<file path="config.mk">
export PLATFORM = sky130hd
export DESIGN_NAME = lane_deskew
export DESIGN_NICKNAME = d
export VERILOG_FILES = /design/src/rtl/deskew_pkg.sv /design/src/rtl/deskew_buf.sv /design/src/rtl/deskew_ctrl.sv /design/src/rtl/lane_deskew.sv
export SDC_FILE = /design/constraint.sdc
export NUM_CORES = 1
export LEC_CHECK = 0
export ABC_AREA = 1
export BUFFER_PORTS_ARGS = -buffer_cell sky130_fd_sc_hd__buf_2
export CAP_MARGIN = 20
export CORE_MARGIN = 4
export CORE_UTILIZATION = 40
export DETAILED_ROUTE_END_ITERATION = 10
export PLACE_DENSITY = 0.63
export SETUP_SLACK_MARGIN = 0.3
export SYNTH_ARGS = -nofsm -noshare
export SYNTH_HDL_FRONTEND = slang
export SYNTH_HIERARCHICAL = 1
export SYNTH_SLANG_ARGS = --single-unit
</file>
<file path="constraint.sdc">
create_clock -name clk -period 2.9 [get_ports clk]
set_clock_uncertainty 0.2 [all_clocks]
set_input_delay 0.29 -clock clk [delete_from_list [all_inputs] [get_ports clk]]
set_output_delay 0.29 -clock clk [all_outputs]
set_load 0.03 [all_outputs]
</file>
<file path="src/rtl/deskew_pkg.sv">
package deskew_pkg;
  parameter int DSK_LANES = 4;
  parameter int DSK_DEPTH = 8;
  parameter int DSK_HYST  = 4;
  localparam int DSK_CW = 10;
  localparam int DSK_PW = $clog2(DSK_DEPTH);
  localparam int DSK_AW = $clog2(DSK_DEPTH + 1);
  localparam int DSK_HW = $clog2(DSK_HYST + 1);
  localparam logic [7:0] CH_SYNC  = 8'hBC;
  localparam logic [7:0] CH_ALIGN = 8'h7C;
  localparam logic [7:0] CH_SKIP  = 8'h1C;
  localparam logic [7:0] CH_START = 8'hFB;

  typedef struct packed {
    logic                              load;
    logic [DSK_LANES-1:0][DSK_PW-1:0]  delay;
  } dskStrobe_t;
endpackage

</file>
<file path="src/rtl/deskew_buf.sv">
module deskew_buf
  import deskew_pkg::*;
(
  input  logic                              clk,
  input  logic                              rstN,
  input  logic [DSK_LANES-1:0][DSK_CW-1:0]  laneIn,
  input  logic                              markSel,
  input  dskStrobe_t                        strb,
  output logic [DSK_LANES-1:0]              markOut,
  output logic [DSK_LANES-1:0][DSK_PW-1:0]  curDelay,
  output logic [DSK_LANES-1:0][DSK_CW-1:0]  laneOut
);
  logic [DSK_PW-1:0] wrPtr;

  always_ff @(posedge clk or negedge rstN) begin
    if (!rstN) wrPtr <= '0;
    else       wrPtr <= wrPtr + 1'b1;
  end

  for (genvar g = 0; g < DSK_LANES; g++) begin : gLane
    logic [DSK_CW-1:0] mem [DSK_DEPTH];
    logic [DSK_CW-1:0] outQ;
    logic              prevIdle;
    logic [DSK_PW-1:0] dly;
    logic [DSK_PW-1:0] rdPtr;
    logic              isIdle, isAlign, startOk;

    always_comb begin
      isIdle  = laneIn[g][8] && (laneIn[g][7:0] == CH_SYNC ||
                laneIn[g][7:0] == CH_ALIGN || laneIn[g][7:0] == CH_SKIP);
      isAlign = laneIn[g][8] && (laneIn[g][7:0] == CH_ALIGN);
      startOk = (g == 0) ? (laneIn[g][8] && laneIn[g][7:0] == CH_START) : !isIdle;
      rdPtr   = wrPtr - dly - 1'b1;
    end

    assign markOut[g]  = markSel ? (prevIdle && startOk) : isAlign;
    assign curDelay[g] = dly;
    assign laneOut[g]  = outQ;

    always_ff @(posedge clk or negedge rstN) begin
      if (!rstN) begin
        for (int k = 0; k < DSK_DEPTH; k++) mem[k] <= '0;
        prevIdle <= 1'b0;
        dly      <= '0;
        outQ     <= '0;
      end else begin
        mem[wrPtr] <= laneIn[g];
        prevIdle   <= isIdle;
        outQ       <= mem[rdPtr];
        if (strb.load) dly <= strb.delay[g];
      end
    end
  end


  delay_load_chk: assert property (@(posedge clk) disable iff (!rstN)
    strb.load |=> (curDelay == $past(strb.delay)));


  delay_hold_chk: assert property (@(posedge clk) disable iff (!rstN)
    !strb.load |=> $stable(curDelay));
endmodule

</file>
<file path="src/rtl/deskew_ctrl.sv">
module deskew_ctrl
  import deskew_pkg::*;
(
  input  logic                              clk,
  input  logic                              rstN,
  input  logic [DSK_LANES-1:0]              markIn,
  input  logic [DSK_LANES-1:0][DSK_PW-1:0]  curDelay,
  input  logic                              codecOn,
  input  logic [DSK_LANES-1:0]              laneRate,
  input  logic [DSK_LANES-1:0]              laneOk,
  input  logic                              calEn,
  input  logic                              smEn,
  output dskStrobe_t                        strb,
  output logic                              aligned,
  output logic                              deskewErr
);
  logic [DSK_LANES-1:0][DSK_AW-1:0] age, nAge;
  logic [DSK_LANES-1:0] used, near, expire;
  logic [DSK_HW-1:0] goodCnt, badCnt;
  logic allow, active, fault, okRun, colEv, colMatch, errEv;

  always_comb begin
    allow    = codecOn && (laneRate == '0 || laneRate == '1);
    active   = allow && (smEn || calEn);
    fault    = !(&laneOk);
    okRun    = active && !fault;
    colMatch = 1'b1;
    for (int i = 0; i < DSK_LANES; i++) begin
      if (markIn[i])                            nAge[i] = '0;
      else if (age[i] >= DSK_AW'(DSK_DEPTH))    nAge[i] = DSK_AW'(DSK_DEPTH);
      else                                      nAge[i] = age[i] + 1'b1;
      near[i]   = nAge[i] < DSK_AW'(DSK_DEPTH);
      expire[i] = (age[i] == DSK_AW'(DSK_DEPTH - 1)) && !markIn[i] && !used[i];
      if (curDelay[i] != nAge[i][DSK_PW-1:0]) colMatch = 1'b0;
      strb.delay[i] = nAge[i][DSK_PW-1:0];
    end
    colEv     = active && (|markIn) && (&near);
    errEv     = active && (|expire);
    strb.load = okRun && colEv && (!smEn || (!aligned && !colMatch));
  end

  always_ff @(posedge clk or negedge rstN) begin
    if (!rstN) begin
      age       <= {DSK_LANES{DSK_AW'(DSK_DEPTH)}};
      used      <= '0;
      deskewErr <= 1'b0;
    end else begin
      age       <= nAge;
      deskewErr <= errEv;
      for (int i = 0; i < DSK_LANES; i++) begin
        if (colEv)          used[i] <= 1'b1;
        else if (markIn[i]) used[i] <= 1'b0;
      end
    end
  end

  always_ff @(posedge clk or negedge rstN) begin
    if (!rstN) begin
      aligned <= 1'b0;
      goodCnt <= '0;
      badCnt  <= '0;
    end else if (!okRun) begin
      aligned <= 1'b0;
      goodCnt <= '0;
      badCnt  <= '0;
    end else if (!smEn) begin
      goodCnt <= '0;
      badCnt  <= '0;
      if (colEv)      aligned <= 1'b1;
      else if (errEv) aligned <= 1'b0;
    end else if (!aligned) begin
      badCnt <= '0;
      if (colEv) begin
        if (!colMatch) goodCnt <= DSK_HW'(1);
        else if (goodCnt == DSK_HW'(DSK_HYST - 1)) begin
          aligned <= 1'b1;
          goodCnt <= '0;
        end else goodCnt <= goodCnt + 1'b1;
      end else if (errEv) goodCnt <= '0;
    end else begin
      if (colEv && colMatch) begin
        if (goodCnt == DSK_HW'(DSK_HYST - 1)) begin
          goodCnt <= '0;
          badCnt  <= '0;
        end else goodCnt <= goodCnt + 1'b1;
      end else if (colEv || errEv) begin
        goodCnt <= '0;
        if (badCnt == DSK_HW'(DSK_HYST - 1)) begin
          aligned <= 1'b0;
          badCnt  <= '0;
        end else badCnt <= badCnt + 1'b1;
      end
    end
  end


  fault_drop_chk: assert property (@(posedge clk) disable iff (!rstN)
    !(&laneOk) |=> !aligned);


  codec_gate_chk: assert property (@(posedge clk) disable iff (!rstN)
    !codecOn |=> !aligned);


  rise_on_column_chk: assert property (@(posedge clk) disable iff (!rstN)
    $rose(aligned) |-> $past(colEv));


  err_clears_plain_chk: assert property (@(posedge clk) disable iff (!rstN)
    (deskewErr && $past(!smEn)) |-> !aligned);


  hyst_hold_chk: assert property (@(posedge clk) disable iff (!rstN)
    $past(smEn && aligned) |-> $stable(curDelay));
endmodule

</file>
<file path="src/rtl/lane_deskew.sv">
module lane_deskew
  import deskew_pkg::*;
(
  input  logic                              clk,
  input  logic                              rstN,
  input  logic [DSK_LANES-1:0][DSK_CW-1:0]  laneIn,
  input  logic                              codecOn,
  input  logic [DSK_LANES-1:0]              laneRate,
  input  logic [DSK_LANES-1:0]              laneOk,
  input  logic                              calEn,
  input  logic                              smEn,
  input  logic                              markSel,
  output logic [DSK_LANES-1:0][DSK_CW-1:0]  laneOut,
  output logic                              aligned,
  output logic                              deskewErr
);
  dskStrobe_t                       strb;
  logic [DSK_LANES-1:0]             markW;
  logic [DSK_LANES-1:0][DSK_PW-1:0] curDelayW;

  deskew_buf uBuf (
    .clk      (clk),
    .rstN     (rstN),
    .laneIn   (laneIn),
    .markSel  (markSel),
    .strb     (strb),
    .markOut  (markW),
    .curDelay (curDelayW),
    .laneOut  (laneOut)
  );

  deskew_ctrl uCtrl (
    .clk       (clk),
    .rstN      (rstN),
    .markIn    (markW),
    .curDelay  (curDelayW),
    .codecOn   (codecOn),
    .laneRate  (laneRate),
    .laneOk    (laneOk),
    .calEn     (calEn),
    .smEn      (smEn),
    .strb      (strb),
    .aligned   (aligned),
    .deskewErr (deskewErr)
  );
endmodule

</file>
======== Word-level counts from Yosys, hierarchy flattened ========
Cells that the tools add are included.
operators by class
  $add $sub $neg .......................... 15
  $lt $le $gt $ge ......................... 14
  equal/unequal tests ..................... 28
  mux-type cells .......................... 69
  bitwise operators ....................... 5
  reduce and logical (&&, ||, !) cells .... 69
operators with widths
  cell                                                                 count
  80-bit bitwise mux                                                   4
  10-bit binary-select mux with 3-bit select                           4
  10-bit two-way mux                                                   9
  3-bit two-way mux                                                    16
  8-bit == test (second input constant)                                5
  4-bit >= comparator (second input constant)                          9
  8-bit by 5-bit == test with 1-bit output (second input constant)     4
  8-bit by 7-bit == test with 1-bit output (second input constant)     4
  1-bit logical AND                                                    32
  4-bit two-way mux                                                    8
  10-bit demux with 3-bit select                                       1
  1-bit two-way mux                                                    27
  3-bit NOT with 4-bit output                                          5
  4-bit by 1-bit adder with 4-bit output (second input constant)       4
  4-bit by 3-bit == test with 1-bit output (second input constant)     4
  4-bit less-than comparator (second input constant)                   4
  1-bit zero test                                                      14
  1-bit logical OR                                                     12
  3-bit != test                                                        4
  3-bit by 1-bit subtractor with 3-bit output (second input constant)  4
  3-bit subtractor                                                     4
  5-bit != test (second input constant)                                2
  3-bit by 1-bit adder with 3-bit output (second input constant)       3
  4-bit AND reduction                                                  2
  other kinds (9)                                                      15
word-level totals
  bits in registers ....................... 407
  input bits .............................. 54
  output and inout port bits .............. 42
  word-level logic and storage cells ...... 257

======== Logic depth before layout (Yosys ltp) ========
Gate-level depths: netlist of the first run.
  depth after elaboration ................. 18
  gate-level depth with buffers ........... 20
  gate-level depth less buffers ........... 19

======== Cells and area by module ========
The synthesis of the first run kept the hierarchy.
modules (own cells, without submodules)
  module       times used  cells each  area an instance (µm²)  sequential area each (µm²)
  deskew_buf   1           2033        17043.8                 9484.1
  deskew_ctrl  1           271         1936.9                  705.7

======== Worst setup path before layout of the first run ========
Ideal clock, no wire load.
  path kind ............................... input -> register
  start point ............................. input port laneIn[30] (netlist name)
  end point ............................... register uBuf.gLane[0].dly[0]
  data arrival time ....................... 2.362 ns
  data required time ...................... 2.617 ns
  path slack .............................. 0.256 ns
  cell stages on the path ................. 18
  cells stage by stage .................... inv_1 > nand2_1 > nor2_1 > nand3_1 > nand2_1 > nand2_1 > nor2_4 > nand3_1 > nand2_1 > nand2_1 > nand2_1 > nor2_2 > nand2_1 > nand2_1 > a211oi_1 > clkbuf_1 > nand2_1 > o21ai_0
RTL lines
  item                  line              source
  start, declared       lane_deskew.sv:6  input logic [DSK_LANES-1:0][DSK_CW-1:0] laneIn,
  end signal, assigned  deskew_buf.sv:50  if (strb.load) dly <= strb.delay[g];
  end, declared         deskew_buf.sv:24  logic [DSK_PW-1:0] dly;

==> results of run 1 <==
==> worst max-delay path: stages <==
cell and delay [ps]:
dlygate4sd3_1 530, buf_2 150, nand2_1 90, inv_2 50, nand2_2 60, a21oi_2 30
buf_4 140, nor2_4 160, nand2_2 80, nand2_1 60, nand2_1 60, nor2_1 140
nand2_1 80, nor2_2 110, nand2_1 100, nand2_2 100, a211oi_4 70, buf_6 150
clkbuf_16 160, nand2_1 60, o21ai_0 70
==> worst paths after layout <==
path	slack (ps)	to
setup reg to reg	400	uBuf/gLane[2].dly[0]
setup / recovery	380	uBuf/gLane[2].dly[0]
max in group asynchronous	1540	uBuf/gLane[3].mem[41]
hold / removal	30	uBuf/gLane[3].mem[74]
min in group asynchronous	130	uCtrl/goodCnt[2]
hold reg to reg	280	uBuf/gLane[3].mem[65]
==> final cells by class <==
| cell class | count | area (um^2) | area share (%) |
|---|---|---|---|
| inverters | 146 | 551 | 2.47 |
| well taps | 607 | 759 | 3.41 |
| clock buffers | 66 | 1270 | 5.72 |
| clock inverters | 12 | 118 | 0.527 |
| repair buffers | 220 | 1810 | 8.11 |
| multi-input cells | 1613 | 7600 | 34.1 |
| flip-flops and latches | 407 | 10200 | 45.7 |
==> cells in the final DEF, fill, tap and decap left out, drive strengths merged <==
cell type	instances
a21oi	7
a211oi	1
nand4	15
nor2	349
bufinv	2
clkbuf	68
buf	176
dfrtp	403
nor3	8
fa	4
o211ai	1
nand3	34
nand2	666
o21ai	501
o22ai	1
a21boi	1
xor2	1
dlymetal6s4s	10
dlygate4sd3	32
and3	1
o21a	1
clkinv	8
nand3b	7
dfstp	4
ha	15
inv	148
==> state kept, by name, summed over array words and instances (netlist names) <==
name                 flops
uBuf/gLane.mem         320
uBuf/gLane.dly          12
uCtrl/badCnt             3
uCtrl/deskewErr          1
uCtrl/age               16
uCtrl/used               4
uCtrl/goodCnt            3
uBuf/gLane.outQ         40
uBuf/gLane.prevIdle      4
uCtrl/aligned            1
uBuf/wrPtr               3
==> layer usage <==
metal | share of wire [%] | global-route usage [%] | wire, um | up-vias
met5 | 0 | 0 | 0 | -
met4 | 1.9 | 5.16 | 955 | 0
met3 | 4.8 | 3.12 | 2380 | 65
met2 | 47 | 31.9 | 23500 | 361
met1 | 46 | 26.9 | 23000 | 7424
li1 | - | - | - | 7605
==> per-stage QoR <==
step                      util, %  std cells  worst slack [ps]  total power [W]  cell area, um^2
final                        47.7       3071               381           0.0126            22300
after global routing         47.7       3071               253           0.0131            22300
after CTS                    47.0       3057               337           0.0127            22000
after detailed placement     43.1       2937              -372          0.00712            20200
after global placement       43.1       2937              -262          0.00709            20200
after floorplan                 -       2304               364          0.00675            19000
==> what timing repair did <==
| item | in CTS | in global routing |
|---|---|---|
| pin swaps | 0 | 16 |
| gates cloned | 0 | 3 |
| setup buffers | 0 | 11 |
| hold endpoints to repair | 318 | 0 |
| endpoints found under the setup margin | 12 | 19 |
| hold buffers | 42 | 0 |
| resized for setup | 1 | 65 |
==> power breakdown <==
| part | internal (W) | switching (W) |
|---|---|---|
| clock | 0.00321 | 0.00224 |
| sequential | 0.00599 | 0.000157 |
| combinational | 0.000338 | 0.000620 |
==> cell families (layout without fill, tap and decap cells) <==
family,after synthesis,count (layout),synth area share [%]
adder cells (fa/ha/maj),19,19,1.41
buffers and inverters,284,444,7.09
flip-flops,407,407,53.7
AND/OR/NAND/NOR,1080,1080,22.9
AO/OA/AOI/OAI,513,513,14.9
XOR/XNOR,1,1,0.0462
==> impl_metrics.ini, run 1 <==
[floorplanning]
rows = 79
die_height_um = 226
fp.dieW_um = 226
initial_utilization_pct = 40.6
die_area_um2 = 51000
ios = 96
coreArea_um2 = 46800

[placed_design]
port_buffers = 95
dpl.hpwl_um = 30800
place.gp.congestion = 0.890

[logic_synthesis]
syn-cell-area_um2 = 19000
ys.flop_type = dfrtp_1
synth.area.top_cells = dfrtp_1, nand2_1, o21ai_0
ys_seq_area_share_pct = 53.7
post-synth-top-area-fraction_pct = 53.1
synth.avg_cell_area_um2 = 8.24
synth_top_area_cell = dfrtp_1
yosysMostFrequentCell = nand2_1
synth_warnings = 6
async_flop_share_pct = 100
synth_cells = 2304
ys_types = 38
ys_seq_elements = 407
synth_common_cells = nand2_1, dfrtp_1, nor2_1
synth_edf_count = 0
syn_nets = 2377

[min_path]
hold_class = primary input to flop
hp-start = laneIn[34]
min_path_cells = 4

[final_layout]
diodes = 0
fillerInstances = 4425
drive_gt1_share_pct = 15.9
syn2layout_area_growth_pct = 17.5
finalNetCount = 2506

[worst_setup_path]
critPathKind = primary input to flop
cp-startpoint = laneIn[4]
cp_data_arrival_time_ps = 2760
worstPathRequired_ps = 3140
reg2reg_depth = 19
critPathCaptureType = flop
cp_max_fo = 7
r2r-start = uBuf/gLane[0].prevIdle
critPathLaunchType = primary input

[clock_tree]
cts.sinks = 407
cts_buffer_depth = 3
cts.clk_slew.worst_paths_ps = 60
cts_tree = done
cts_made_buffers = 45
clk_latency_ps = 560
htreeDepth = 2
clock-root-buffer = clkbuf_16

[timing]
fmax_mhz = 397
finalSetupViolCount = 0
post-route-period-util_pct = 86.9
setup_tns_ps = 0
min_period_ps = 2520
maxSlewHeadroom_pct = 55.7
tightestPinTransition_ps = 659
fin_hold_ws_ps = 33.2
rsz0062_at_grt = true
timing.final.hold_violations = 0
drv_slew = 0

[global_route]
grt_max_degree = 81
antenna_found_initial = 0
track_usage_pct = 19.4
first_global_vias = 15100
grt_overflow = 0
grt_pass1_wl_um = 80500

[power]
irDropWorstVdd_mv = 0.404
power.density_nw_per_um2 = 563
p_leak_nw = 11.1

[detailed_routing]
drc = 0
routedWlPerCell_um = 16.2
vias_per_cell = 5.03
drt-initial-drc-count = 1250
ant_nets = 0
drtPass1Iterations = 7
routed_wl_um = 49800
via_count = 15500

[run]
maxCapViolCount = 0

[run_status]
status = finished clean
(Power assumes the default switching activity.)
==> inputs of run 2 (changes only) <==
--- a/config.mk
+++ b/config.mk
@@ -8,7 +8,7 @@
 export ABC_AREA = 1
 export BUFFER_PORTS_ARGS = -buffer_cell sky130_fd_sc_hd__buf_2
 export CAP_MARGIN = 20
-export CORE_MARGIN = 4
+export CORE_MARGIN = 2
 export CORE_UTILIZATION = 40
 export DETAILED_ROUTE_END_ITERATION = 10
 export PLACE_DENSITY = 0.63
==> run 2 against run 1 <==
  * Routed wire length up 0.99%
  * Hold slack worse by 6.2 ps
  * Cell count up 0.33%
  * Final area up 0.65%
  * Largest cell class unchanged
  * Flip-flop and latch count unchanged
  * Total power up 3.5%
  * Combinational power up 1%
  * Setup slack worse by 130 ps
  * Clock power up 7.9%
  * Global-route usage up 1.1 points
  * Critical endpoint is now uBuf/gLane[0].dly[1]
  * Die area down 3.5%
  * Sequential power about the same
==> impl_metrics.ini, run 2 (synthesis gave the netlist of run 1 again) <==
[run_status]
status = finished clean

[placed_design]
dpl.hpwl_um = 31000
detailed_place.area_um2 = 20200
port_buffers = 95
place.gp.congestion = 0.891

[detailed_routing]
drc = 0
drt-initial-drc-count = 1312
via_count = 15700
routedWlPerCell_um = 16.3
drtPass1Iterations = 7
routed_wl_um = 50300
ant_nets = 0
vias_per_cell = 5.09

[timing]
fmax_mhz = 378
post-route-period-util_pct = 91.3
min_period_ps = 2650
maxSlewHeadroom_pct = 54.1
finalSetupViolCount = 0
setup_tns_ps = 0
rsz0062_at_grt = true
drv_slew = 0
tightestPinTransition_ps = 689
timing.final.hold_violations = 0

[clock_tree]
cts_buffer_depth = 3
clock-root-buffer = clkbuf_16
cts.sinks = 407
htreeDepth = 2
clk_latency_ps = 580
cts.clk_slew.worst_paths_ps = 60
cts_tree = done
cts_made_buffers = 45

[final_layout]
syn2layout_area_growth_pct = 18.3
finalNetCount = 2515
drive_gt1_share_pct = 16.2
layout_commonest_cell = nand2_1
finish.instance_area_um2 = 22400
top_register = uBuf/gLane.mem
top_regs = uBuf/gLane.mem (320), uBuf/gLane.outQ (40), uCtrl/age (16)
final_cell_mix = nand2_1, dfrtp_1, nor2_1, o21ai_0, o21ai_1
fillerInstances = 4425
largest_reg_flops = 320
postLayoutCoreUtil_pct = 48.1
diodes = 0

[worst_setup_path]
worstPathRequired_ps = 3200
critPathCaptureType = flop
critPathKind = primary input to flop
cp_max_fo = 6
cp_data_arrival_time_ps = 2940
critPathLaunchType = primary input

[power]
power.density_nw_per_um2 = 579
power_w = 0.0130
irDropWorstVdd_mv = 0.375
p_leak_nw = 11.1

[global_route]
grt_pass1_wl_um = 81600
first_global_vias = 15200
grt_overflow = 0
grt_max_degree = 80
antenna_found_initial = 0
track_usage_pct = 20.5

[min_path]
hold_class = primary input to flop

[floorplanning]
ios = 96
rows = 79
die_area_um2 = 49200
coreArea_um2 = 46700
fp.dieW_um = 222
initial_utilization_pct = 40.7
die_height_um = 222

[run]
maxCapViolCount = 0
[run 2: cell count changes in the layout (fill, tap and decap cells not counted), moves of 3 or more]
cell | before | now
dlygate4sd3_1 | 32 | 38
o21ai_1 | 179 | 182
clkbuf_1 | 14 | 8
nor3_2 | 0 | 4
nand2_4 | 6 | 2
clkbuf_8 | 7 | 12
nand2_1 | 630 | 635
buf_4 | 63 | 69
[run 2: stage by stage]
step / hold WS, ps / cells / setup slack [ps]
3_3_place_gp: 156 / 2945 / -274
2_1_floorplan: -206 / 2304 / 364
5_1_grt: 76.0 / 3081 / 119
3_5_place_dp: 158 / 2945 / -322
6_report: 26.9 / 3081 / 252
4_1_cts: 0.0370 / 3070 / 326
[run 2: layout make-up]
cell class	instances	area, um^2	area share [%]
tap	607	759	3.38
multi-input combinational	1613	7560	33.7
sequential	407	10200	45.4
clock buffer	66	1350	6.00
inverter	146	551	2.45
timing repair buffer	229	1860	8.29
clock inverter	13	176	0.786
[run 2: worst max-delay path: stages]
cell	delay, ps
dlygate4sd3_1	550
buf_2	140
nor3_2	220
nand2_1	120
nand2_1	90
nand2_2	100
nor2_4	180
buf_6	120
nand3b_1	80
nand2_2	90
nor2_2	30
nand2_1	70
nor2_2	50
nand2_1	90
nand2_2	70
a211oi_4	200
buf_6	160
clkbuf_16	150
nand2_1	50
o21ai_1	70
[run 2: final timing paths]
check / startpoint / endpoint / slack (ps) / depth (start not counted)
worst max-delay path: laneIn[20] / uBuf/gLane[0].dly[1] / 250 / 20
worst min-delay path: laneIn[14] / uBuf/gLane[1].mem[74] / 30 / 3
worst max register to register: uBuf/gLane[0].prevIdle / uBuf/gLane[0].dly[1] / 390 / 19
worst min register to register: uBuf/gLane[0].mem[69] / uBuf/gLane[0].mem[69] / 270 / 2
max in group asynchronous: rstN / uBuf/gLane[3].mem[39] / 1470 / 3
min in group asynchronous: rstN / uCtrl/deskewErr / 130 / 2
[run 2: what timing repair did]
action	4_1_cts	5_1_grt
pin swaps	0	13
hold endpoints to repair	342	0
hold buffers	46	0
cloned	0	2
resized for setup	1	59
endpoints found under the setup margin	7	18
buffers inserted	0	9
[run 2: routing by layer]
| layer | global-route usage, % | wire length (um) |
|---|---|---|
| met2 | 33.1 | 23400 |
| met3 | 3.35 | 3000 |
| met1 | 28.7 | 22900 |
| met5 | 0 | 0 |
| met4 | 5.71 | 1110 |
[run 2: report_power, final]
part           internal (W)  switching [W]  leakage, nW
registers           0.00599       0.000158         4.75
logic              0.000347       0.000621         5.60
clock network       0.00356        0.00232        0.757
==> inputs of run 3 (changes only) <==
--- a/config.mk
+++ b/config.mk
@@ -11,7 +11,7 @@
 export CORE_MARGIN = 2
 export CORE_UTILIZATION = 40
 export DETAILED_ROUTE_END_ITERATION = 10
-export PLACE_DENSITY = 0.63
+export PLACE_DENSITY = 0.66
 export SETUP_SLACK_MARGIN = 0.3
 export SYNTH_ARGS = -nofsm -noshare
 export SYNTH_HDL_FRONTEND = slang
==> run 3 against run 2 <==
  * Sequential share of layout area rose by 0.12 points
  * Highest routed layer unchanged
  * Final area fell by 0.26%
  * Cell count fell by 0.26%
  * Critical path type unchanged
==> impl_metrics.ini, run 3 (synthesis gave the netlist of run 1 again) <==
[run_status]
status = finished clean

[timing]
rsz0062_at_grt = true
timing.final.hold_violations = 0
setup_tns_ps = 0
post-route-period-util_pct = 89.5
maxSlewHeadroom_pct = 33.5
fmax_mhz = 385
min_period_ps = 2590
finalSetupViolCount = 0
drv_slew = 0
tightestPinTransition_ps = 997

[final_layout]
top_regs = uBuf/gLane.mem (320), uBuf/gLane.outQ (40), uCtrl/age (16)
finalNetCount = 2505
drive_gt1_share_pct = 16.0
finish.instance_area_um2 = 22400
layout_commonest_cell = nand2_1
top_register = uBuf/gLane.mem
fillerInstances = 4373
diodes = 0
postLayoutCoreUtil_pct = 48.0
multiInputGateArea_um2 = 7590
final_cell_mix = nand2_1, dfrtp_1, nor2_1, o21ai_0, o21ai_1
seq_area_um2 = 10200
syn2layout_area_growth_pct = 18.0
largest_reg_flops = 320

[worst_setup_path]
worstPathRequired_ps = 3150
cp_data_arrival_time_ps = 2850
cp_max_fo = 7
r2r_slack_ps = 350
critPathKind = primary input to flop
critPathLaunchType = primary input
reg2reg_depth = 18
r2r-start = uBuf/gLane[0].prevIdle
crit-reg2reg-capture = uBuf/gLane[1].dly[0]
critPathCaptureType = flop

[global_route]
track_usage_pct = 20.2
antenna_found_initial = 0
first_global_vias = 15200
grt_overflow = 0
grt_pass1_wl_um = 80700
grt_max_degree = 81

[clock_tree]
cts.clk_slew.worst_paths_ps = 60
cts_tree = done
clock-root-buffer = clkbuf_16
cts_buffer_depth = 3
htreeDepth = 2
cts.sinks = 407
clk_latency_ps = 570
cts_made_buffers = 44

[placed_design]
port_buffers = 95
detailed_place.area_um2 = 20100
place.gp.congestion = 0.901
dpl.hpwl_um = 30300

[floorplanning]
die_area_um2 = 49200
die_height_um = 222
coreArea_um2 = 46700
ios = 96
initial_utilization_pct = 40.7
rows = 79
fp.dieW_um = 222

[run]
maxCapViolCount = 0

[power]
p_leak_nw = 11.1
power_w = 0.0128
irDropWorstVdd_mv = 0.322
power.density_nw_per_um2 = 573

[detailed_routing]
via_count = 15800
drc = 0
vias_per_cell = 5.14
routed_wl_um = 50000
ant_nets = 0
drtPass1Iterations = 6
drt-initial-drc-count = 1519
routedWlPerCell_um = 16.3

[min_path]
min_to = uBuf/gLane[0].mem[77]
hold_class = primary input to flop
hp-start = laneIn[7]
min_path_cells = 3
## run 3: changes by cell type in the layout (fill, tap and decap cells not counted), moves of 3 or more
cell,delta
nand2_1,-4
nor3_2,-3
clkbuf_8,+4
clkbuf_1,+3
buf_4,-6
dlygate4sd3_1,-4
clkinv_2,-3
nand2_2,+3
## run 3: worst max-delay path, stage by stage
cell and delay, ps:
buf_2 110, nor3_2 390, nand3_1 310, nand2_1 130
nand2_1 120, nor2_4 230, nand2_2 80, nand2_1 70
nand2_1 70, nor2_1 140, nand2_1 80, nor2_2 130
nand2_1 100, nand2_2 110, a211oi_4 70, buf_6 140
clkbuf_16 160, nand2_1 50, o21ai_1 50
## run 3: worst max-delay path by stage
stage | cells after the start | slack [ps] | from | end
6_report | 19 | 310 | laneIn[11] | uBuf/gLane[1].dly[2]
3_3_place_gp | 16 | -290 | laneIn[11] | uBuf/gLane[1].dly[0]
5_1_grt | 21 | 190 | laneIn[4] | uBuf/gLane[3].dly[1]
3_5_place_dp | 16 | -380 | laneIn[11] | uBuf/gLane[0].dly[0]
2_1_floorplan | 18 | 360 | laneIn[30] | uBuf/gLane[0].dly[0]
4_1_cts | 17 | 320 | uBuf/gLane[0].prevIdle | uBuf/gLane[3].dly[2]
## run 3: repair_timing
item	4_1_cts	5_1_grt
resized for setup	1	69
gates cloned	0	3
setup buffers	0	14
setup endpoints to repair	12	20
pin swaps	0	11
hold endpoints to repair	323	0
hold buffers	43	0
## run 3: stage by stage
stage	instances	worst slack [ps]	hold WS [ps]
global placement	2933	-291	133
floorplan	2304	364	-206
detailed placement	2933	-378	139
global route	3073	191	39.4
CTS	3056	317	0.926
finish	3073	305	36.6
## run 3: report_power, final
| group | switching (W) | leakage [nW] | internal, W |
|---|---|---|---|
| registers | 0.000158 | 4.75 | 0.00599 |
| logic | 0.000631 | 5.60 | 0.000349 |
| clock network | 0.00227 | 0.731 | 0.00343 |
## run 3: cell type report
type / instances / share of cell area, %
sequential: 407 / 45.5
multi-input combinational: 1613 / 33.9
timing repair buffer: 220 / 8.11
clock buffer: 72 / 6.20
tap: 607 / 3.39
inverter: 146 / 2.46
clock inverter: 8 / 0.414
## run 3: per-layer routing
metal	track usage, %	wire length, um	vias up
li1	-	-	7603
met4	7.04	1410	0
met1	27.2	21700	7566
met2	33.2	23700	537
met3	3.30	3230	91
met5	0	0	-
